`src/rtl/ssb_pkg.sv`:
```
package ssb_pkg;
    localparam int BYTE_W      = 8;
    localparam int STAT_GROUP  = 4;
    localparam int DISCARD_CNT = STAT_GROUP - 1;

    typedef enum logic [1:0] {
        ST_SPARE = 2'd0,
        ST_STAT  = 2'd1,
        ST_PAD   = 2'd2
    } strip_state_e;
endpackage

```
`src/rtl/ssb_ctr.sv`:
```
module ssb_ctr #(
    parameter int W = 4
) (
    input  logic         clk,
    input  logic         rst_n,
    input  logic         en,
    input  logic [W-1:0] lim,
    output logic [W-1:0] cnt,
    output logic         at_end
);
    assign at_end = (cnt == lim);

    always_ff @(posedge clk) begin
        if (!rst_n) begin
            cnt <= '0;
        end else if (en) begin
            cnt <= at_end ? '0 : cnt + 1'b1;
        end
    end
endmodule

```
`src/rtl/spare_stat_strip.sv`:
```
module spare_stat_strip
    import ssb_pkg::*;
#(
    parameter int STEP_W  = 8,
    parameter int CHUNK_W = 4
) (
    input  logic               clk,
    input  logic               rst_n,
    input  logic [STEP_W-1:0]  cfg_step_len,
    input  logic [CHUNK_W-1:0] cfg_chunks,
    input  logic               in_valid,
    input  logic [BYTE_W-1:0]  in_data,
    output logic               in_ready,
    output logic               out_valid,
    output logic [BYTE_W-1:0]  out_data,
    input  logic               out_ready,
    output logic               stat_valid,
    output logic [BYTE_W-1:0]  stat_data,
    output logic [CHUNK_W-1:0] stat_chunk,
    output logic               page_done
);
    localparam int PAD_W = $clog2(DISCARD_CNT + 1);
    localparam logic [PAD_W-1:0] PAD_LAST = PAD_W'(DISCARD_CNT - 1);

    strip_state_e state, nxt;

    logic               byte_en, pad_en, chunk_en, cap;
    logic               byte_end, pad_end, chunk_end;
    logic [STEP_W-1:0]  byte_cnt;
    logic [PAD_W-1:0]   pad_cnt;
    logic [CHUNK_W-1:0] chunk_cnt;

    ssb_ctr #(.W(STEP_W)) u_byte_ctr (
        .clk(clk), .rst_n(rst_n), .en(byte_en),
        .lim(cfg_step_len - 1'b1), .cnt(byte_cnt), .at_end(byte_end)
    );

    ssb_ctr #(.W(PAD_W)) u_pad_ctr (
        .clk(clk), .rst_n(rst_n), .en(pad_en),
        .lim(PAD_LAST), .cnt(pad_cnt), .at_end(pad_end)
    );

    ssb_ctr #(.W(CHUNK_W)) u_chunk_ctr (
        .clk(clk), .rst_n(rst_n), .en(chunk_en),
        .lim(cfg_chunks - 1'b1), .cnt(chunk_cnt), .at_end(chunk_end)
    );

    // State register
    always_ff @(posedge clk) begin
        if (!rst_n) state <= ST_SPARE;
        else        state <= nxt;
    end

    // Next state and handshake outputs
    always_comb begin
        nxt       = state;
        in_ready  = 1'b0;
        out_valid = 1'b0;
        byte_en   = 1'b0;
        pad_en    = 1'b0;
        cap       = 1'b0;
        unique case (state)
            ST_SPARE: begin
                out_valid = in_valid;
                in_ready  = out_ready;
                if (in_valid && out_ready) begin
                    byte_en = 1'b1;
                    if (byte_end) nxt = ST_STAT;
                end
            end
            ST_STAT: begin
                in_ready = 1'b1;
                if (in_valid) begin
                    cap = 1'b1;
                    nxt = ST_PAD;
                end
            end
            ST_PAD: begin
                in_ready = 1'b1;
                if (in_valid) begin
                    pad_en = 1'b1;
                    if (pad_end) nxt = ST_SPARE;
                end
            end
            default: nxt = ST_SPARE;
        endcase
    end

    assign chunk_en = pad_en && pad_end;
    assign out_data = in_data;

    // Registered status port and end-of-page pulse
    always_ff @(posedge clk) begin
        if (!rst_n) begin
            stat_valid <= 1'b0;
            stat_data  <= '0;
            stat_chunk <= '0;
            page_done  <= 1'b0;
        end else begin
            stat_valid <= cap;
            page_done  <= chunk_en && chunk_end;
            if (cap) begin
                stat_data  <= in_data;
                stat_chunk <= chunk_cnt;
            end
        end
    end

    logic unused_ok;
    assign unused_ok = ^{byte_cnt, pad_cnt};
endmodule

```
`config.mk`:
```
export PLATFORM = sky130hd
export DESIGN_NAME = spare_stat_strip
export DESIGN_NICKNAME = d
export VERILOG_FILES = /design/src/rtl/ssb_pkg.sv /design/src/rtl/ssb_ctr.sv /design/src/rtl/spare_stat_strip.sv
export SDC_FILE = /design/constraint.sdc
export NUM_CORES = 1
export LEC_CHECK = 0
export BUFFER_PORTS_ARGS = -buffer_cell sky130_fd_sc_hd__buf_2
export CORE_MARGIN = 1
export CORE_UTILIZATION = 56
export CTS_BUF_LIST = sky130_fd_sc_hd__clkbuf_16
export DETAILED_ROUTE_END_ITERATION = 12
export PLACE_DENSITY_LB_ADDON = 0.05
export SLEW_MARGIN = 20
export SYNTH_ARGS = -nofsm -noshare
export SYNTH_HDL_FRONTEND = slang
export SYNTH_SLANG_ARGS = --single-unit
export TNS_END_PERCENT = 10
```
`constraint.sdc`:
```
create_clock -name clk -period 3.6 [get_ports clk]
set_clock_uncertainty 0.05 [all_clocks]
set_input_delay 0.18 -clock clk [delete_from_list [all_inputs] [get_ports clk]]
set_output_delay 0.18 -clock clk [all_outputs]
set_load 0.02 [all_outputs]
```
== Word-level counts from Yosys, hierarchy flattened ==
Index checks and enable logic that the tools add are counted.
W data, S select, Z words.

* Output and inout bits: 24
* Logic and storage cells: 45
* Register bits after elaboration: 30
* Input bits: 24

* Reduce and logical (&&, ||, !) cells: 6
* Eq/ne operators: 10
* Add/sub/neg operators: 5
* Muxes and demuxes: 16

{| class="wikitable"
|+ Operators with widths
! kind !! count
|-
| $mux W2 || 6
|-
| $add A8 B1 Y8 const B || 1
|-
| $eq A8 B8 Y1 || 1
|-
| $mux W8 || 1
|-
| $ne A2 B2 Y1 const B || 4
|-
| $sub A8 B1 Y8 const B || 1
|-
| $mux W1 || 6
|-
| $pmux W2 S3 || 1
|-
| $reduce_and A5 Y1 || 1
|-
| $add A4 B1 Y4 const B || 1
|-
| $eq A2 B2 Y1 const B || 2
|-
| $eq A4 B4 Y1 || 1
|-
| $mux W4 || 1
|-
| $sub A4 B1 Y4 const B || 1
|-
| $logic_and A1 B1 Y1 || 3
|-
| $add A2 B1 Y2 const B || 1
|-
| $eq A2 B1 Y1 const B || 1
|-
| $logic_not A2 Y1 || 1
|-
| $ne A2 B1 Y1 const B || 1
|-
| $pmux W1 S2 || 1
|-
| $reduce_or A2 Y1 || 1
|}

== Logic depth before layout (Yosys ltp) ==
* Depth after elaboration: 5
* Depth in mapped cells: 8
* Mapped depth without buffers: 8

== By module ==
From an unflattened synthesis, not the netlist that was laid out.

* Cells, all modules: 206
* Area total of the unflattened synthesis: 1784.2 µm²

{| class="wikitable"
|+ By module, submodules not included
! module !! cells each !! sequential area each (µm²) !! instances !! area each (µm²)
|-
| spare_stat_strip || 117 || 320.3 || 1 || 955.9
|-
| ssb_ctr (u_byte_ctr) || 48 || 160.2 || 1 || 430.4
|-
| ssb_ctr (u_chunk_ctr) || 27 || 80.1 || 1 || 277.8
|-
| ssb_ctr (u_pad_ctr) || 14 || 40.0 || 1 || 120.1
|}

== Least setup slack after synthesis ==
OpenSTA, ideal clock, no wires.

* Path type: input to register
* Start: input cfg_step_len[0]
* End: register state[1]
* Path buffers: 0
* Required time: 3.478 ns
* Stages on the path: 8
* Path slack: 1.584 ns
* Arrival time: 1.894 ns
* Library setup time: 0.072 ns
* Cells stage by stage: inv_1 > ha_1 > or3b_4 > nor4_2 > o2111ai_1 > a311o_2 > a221oi_2 > mux2i_1

* Word-level cells in the longest chain between the ends: 4

{| class="wikitable"
|+ RTL lines
! element !! line !! text
|-
| from (decl) || spare_stat_strip.sv:9 || <nowiki>input logic [STEP_W-1:0] cfg_step_len,</nowiki>
|-
| $sub A8 B1 Y8 || spare_stat_strip.sv:35 || <nowiki>.lim(cfg_step_len - 1'b1), .cnt(byte_cnt), .at_end(byte_end)</nowiki>
|-
| $eq A8 B8 Y1 || ssb_ctr.sv:11 || <nowiki>assign at_end = (cnt == lim);</nowiki>
|-
| $ne A2 B1 Y1 (no line) || n/a ||
|-
| $reduce_and A5 Y1 (no line) || n/a ||
|-
| to (signal assigned) || spare_stat_strip.sv:51 || <nowiki>else state <= nxt;</nowiki>
|-
| to (decl) || spare_stat_strip.sv:25 || <nowiki>strip_state_e state, nxt;</nowiki>
|}

No other way between the ends.
A chain may end at the register's enable or synchronous reset.

== Worst setup path in the final report ==
* Start: register u_byte_ctr.cnt[7]
* End: register u_byte_ctr.cnt[5]

* Word-level cells in the longest chain between the ends: 2

{| class="wikitable"
|+ RTL lines
! element !! line !! text
|-
| from (decl) || ssb_ctr.sv:8 || <nowiki>output logic [W-1:0] cnt,</nowiki>
|-
| from (signal assigned) || ssb_ctr.sv:17 || <nowiki>cnt <= at_end ? '0 : cnt + 1'b1;</nowiki>
|-
| $eq A8 B8 Y1 || ssb_ctr.sv:11 ||
|-
| $mux W8 || ssb_ctr.sv:17 ||
|}

No other way between the ends.

==> flow_summary_export.csv <==
group,metric,value,unit
pwr,power.density,382,nW/µm²
sta,finalSetupTns,0,ns
worst_setup_path,crit_path_start,"u_byte_ctr.cnt[7]",
synth,synth_nets,251,
cells_and_area,n_antenna_cell,0,
min_path,hold_end,"stat_data[1]",
worst_setup_path,worstPathMaxFanout,8,
cts,clockRootBuffer,"clkbuf_16",
route,route.vias.total,1576,
place,place_hpwl,2.47,mm
worst_setup_path,critical_path.slowest_cell,"a311o_2",
route,remaining_drc_errors,0,
grt,antenna_found_initial,0,
sta,fmax,441,MHz
cts,cts_sinks,30,
route,wirelength,3.49,mm
synth,async_reset_ff_share,0,%
cts,cts.repair.resized,0,
route,drt_pass1_iterations,4,
synth,synth-compound-area-share,16.9,%
synth,yosysWarningCount,0,
worst_setup_path,critPathArrivalTime,2.36,ns
synth,ys_seq_area_share,34.0,%
synth,ys_seq_elements,30,
synth,synth_enable_flop_cells,0,
synth,ys.flop_type,"dfxtp_1",
floorplanning,io_pins,48,
worst_setup_path,path_delay_family,"compound AO/OA/AOI/OAI gates",
cells_and_area,final_common_cell,"buf_2",
place,gp_congestion,0.786,
synth,synth_cells,218,
synth,netlist_area,1770,µm²
synth,ys_types,41,
place,place_area,1970,µm²
cells_and_area,drive_above_1_share,24.3,%
sta,worst_pin_slew,0.480,ns
floorplanning,die_h,58.1,µm
sta,hold_viol,0,
synth,synthXorXnorAreaFrac,8.43,%
grt,grt_pass1_vias,1420,
grt,grt_max_degree,23,
cts,clockBufferDepth,2,
synth,synth_top_family_by_area,"simple AND/OR/NAND/NOR gates",
cells_and_area,regArea,601,µm²
worst_setup_path,max_stage_delay,0.49,ns
cells_and_area,stdcell_area,2110,µm²
worst_setup_path,critPathCaptureType,"flip-flop",
worst_setup_path,r2r_slack,1.33,ns
worst_setup_path,worstReg2RegStart,"u_byte_ctr.cnt[7]",
route,wl_per_cell,11.5,µm
worst_setup_path,cp.required,3.69,ns
min_path,hp-start,"in_data[1]",
sta,period_minus_slack,2.27,ns
worst_setup_path,worstSetupPathType,"flip-flop to flip-flop",
worst_setup_path,critPathLaunchType,"flip-flop",
cells_and_area,utilization,69.8,%
cts,ctsHoldBuffers,0,
floorplanning,fp.dieW,58.1,µm
sta,worst_slack,1.33,ns
cells_and_area,multi_input_area,1030,µm²
worst_setup_path,worst-r2r-cell-count,6,
worst_setup_path,rr_endpoint,"u_byte_ctr.cnt[5]",
grt,grt_pass1_wl,5.89,mm
cells_and_area,final_cell_mix,"buf_2, nand2_1, dfxtp_1",
cts,cts_tree,"yes",
pwr,irDropWorstVdd,0.336,mV
worst_setup_path,path_cells,"xor2_1 -> a2111oi_0 -> a31oi_1 -> a311o_2 -> o21ai_0 -> nor2_1",
min_path,hold_depth,3,
cts,htreeDepth,2,
route,drt_iter0_drc,57,
sta,setup_viol,0,
floorplanning,floorplan.initialDensity,58.3,%
route,vias_per_cell,5.20,
cts,clock_latency,0.28,ns
grt,track_usage,22.7,%
floorplanning,core_area,3030,µm²
pwr,leakage,0.896,nW
cts,path_clk_slew,0.05,ns
place,detailedPlace.worstSlack,1.26,ns
cts,cts_setup_buffers,0,
cells_and_area,num-nets-final,291,
sta,drv_slew,0,
place,placedCellCount,295,
synth,synth_fa_ha_area_share,6.38,%
cells_and_area,n_fill_cell,266,
pwr,power.total,0.807,mW
cells_and_area,stdcell_count,303,
synth,synthMuxAreaShare,1.20,%
min_path,hold_class,"input pin to flip-flop",
worst_setup_path,worst-path-buf-inv,0,
grt,grt-ovfl-total,0,
sta,fin_crit_sh,62.9,%
floorplanning,core.rowCount,20,
outcome,outcome,"finished clean",
synth,avgSynthCellArea,8.10,µm²
floorplanning,dieArea,3380,µm²
sta,hold_ws,0.108,ns
sta,rsz0062_at_grt,"false",
cts,numCtsBuffers,5,
cells_and_area,synthToLayoutAreaGrowth,19.8,%
place,port_buffers,47,
synth,synthSimpleGateAreaFrac,25.6,%
sta,relSlewSlack,67.7,%
run,maxCapViolCount,0,
route,antenna_left,0,
[layout make-up]
class,count,area share (%)
Multi-Input combinational cell,161,48.9
Sequential cell,30,28.4
Clock inverter,3,0.769
Tap cell,44,2.60
Inverter,13,2.31
Timing Repair Buffer,47,11.1
Clock buffer,5,5.92
[worst max-delay path by stage]
stage / to / slack [ns] / depth (start not counted)
finish: u_byte_ctr.cnt[5] / 1.33 / 6
CTS: u_byte_ctr.cnt[5] / 1.37 / 6
detailed placement: u_byte_ctr.cnt[4] / 1.26 / 9
global placement: u_byte_ctr.cnt[7] / 1.34 / 9
global route: u_byte_ctr.cnt[4] / 1.23 / 6
floorplan: state[1] / 1.58 / 8
[cell families after synthesis]
group           after synthesis
flops                        30
compound gates               42
mux                           2
xor+xnor                     17
simple gates                 91
buf+inv                      27
fa+ha+maj                     9
[worst register-to-register path, cell delays in order (launching register included)]
cell and delay (ns):
dfxtp_1 0.33, xor2_1 0.20, a2111oi_0 0.44, a31oi_1 0.10, a311o_2 0.49, o21ai_0 0.43
nor2_1 0.10
[where the power goes]
part	switching, mW	internal (mW)
logic	0.0424	0.0306
registers	0.00272	0.334
clock network	0.146	0.252
total	0.191	0.616
[flip-flops by register name (all words and copies together), names as in the netlist]
signal and flops:
stat_chunk 4, u_pad_ctr.cnt 2, stat_valid 1, page_done 1, state 2, stat_data 8
u_chunk_ctr.cnt 4, u_byte_ctr.cnt 8
[cell usage after synthesis (2+ instances only)]
cell type | n | area, µm²
nand2_1 | 41 | 154
dfxtp_1 | 30 | 601
a21boi_0 | 13 | 97.6
inv_1 | 13 | 48.8
nor2_1 | 12 | 45.0
xor2_1 | 11 | 96.3
a21oi_1 | 10 | 50.1
ha_1 | 9 | 113
buf_4 | 8 | 60.1
nor3_1 | 8 | 40.0
clkbuf_1 | 6 | 22.5
nand4_1 | 6 | 37.5
xnor2_1 | 6 | 52.6
nand3_1 | 5 | 25.0
nor2b_1 | 4 | 25.0
o21ai_0 | 4 | 20.0
nand2b_1 | 3 | 18.8
a31oi_1 | 2 | 12.5
and2_1 | 2 | 12.5
and3_1 | 2 | 12.5
nor3b_1 | 2 | 15.0
or2_2 | 2 | 12.5
[routing by layer]
| metal | global-route usage (%) | up-vias | wire length, µm |
|---|---|---|---|
| li1 | - | 819 | - |
| met1 | 26.9 | 716 | 1670 |
| met2 | 38.8 | 35 | 1630 |
| met3 | 6.25 | 6 | 121 |
| met4 | 9.18 | 0 | 61 |
| met5 | 0 | - | 0 |
Note: power is estimated with default switching activity, not from simulation.
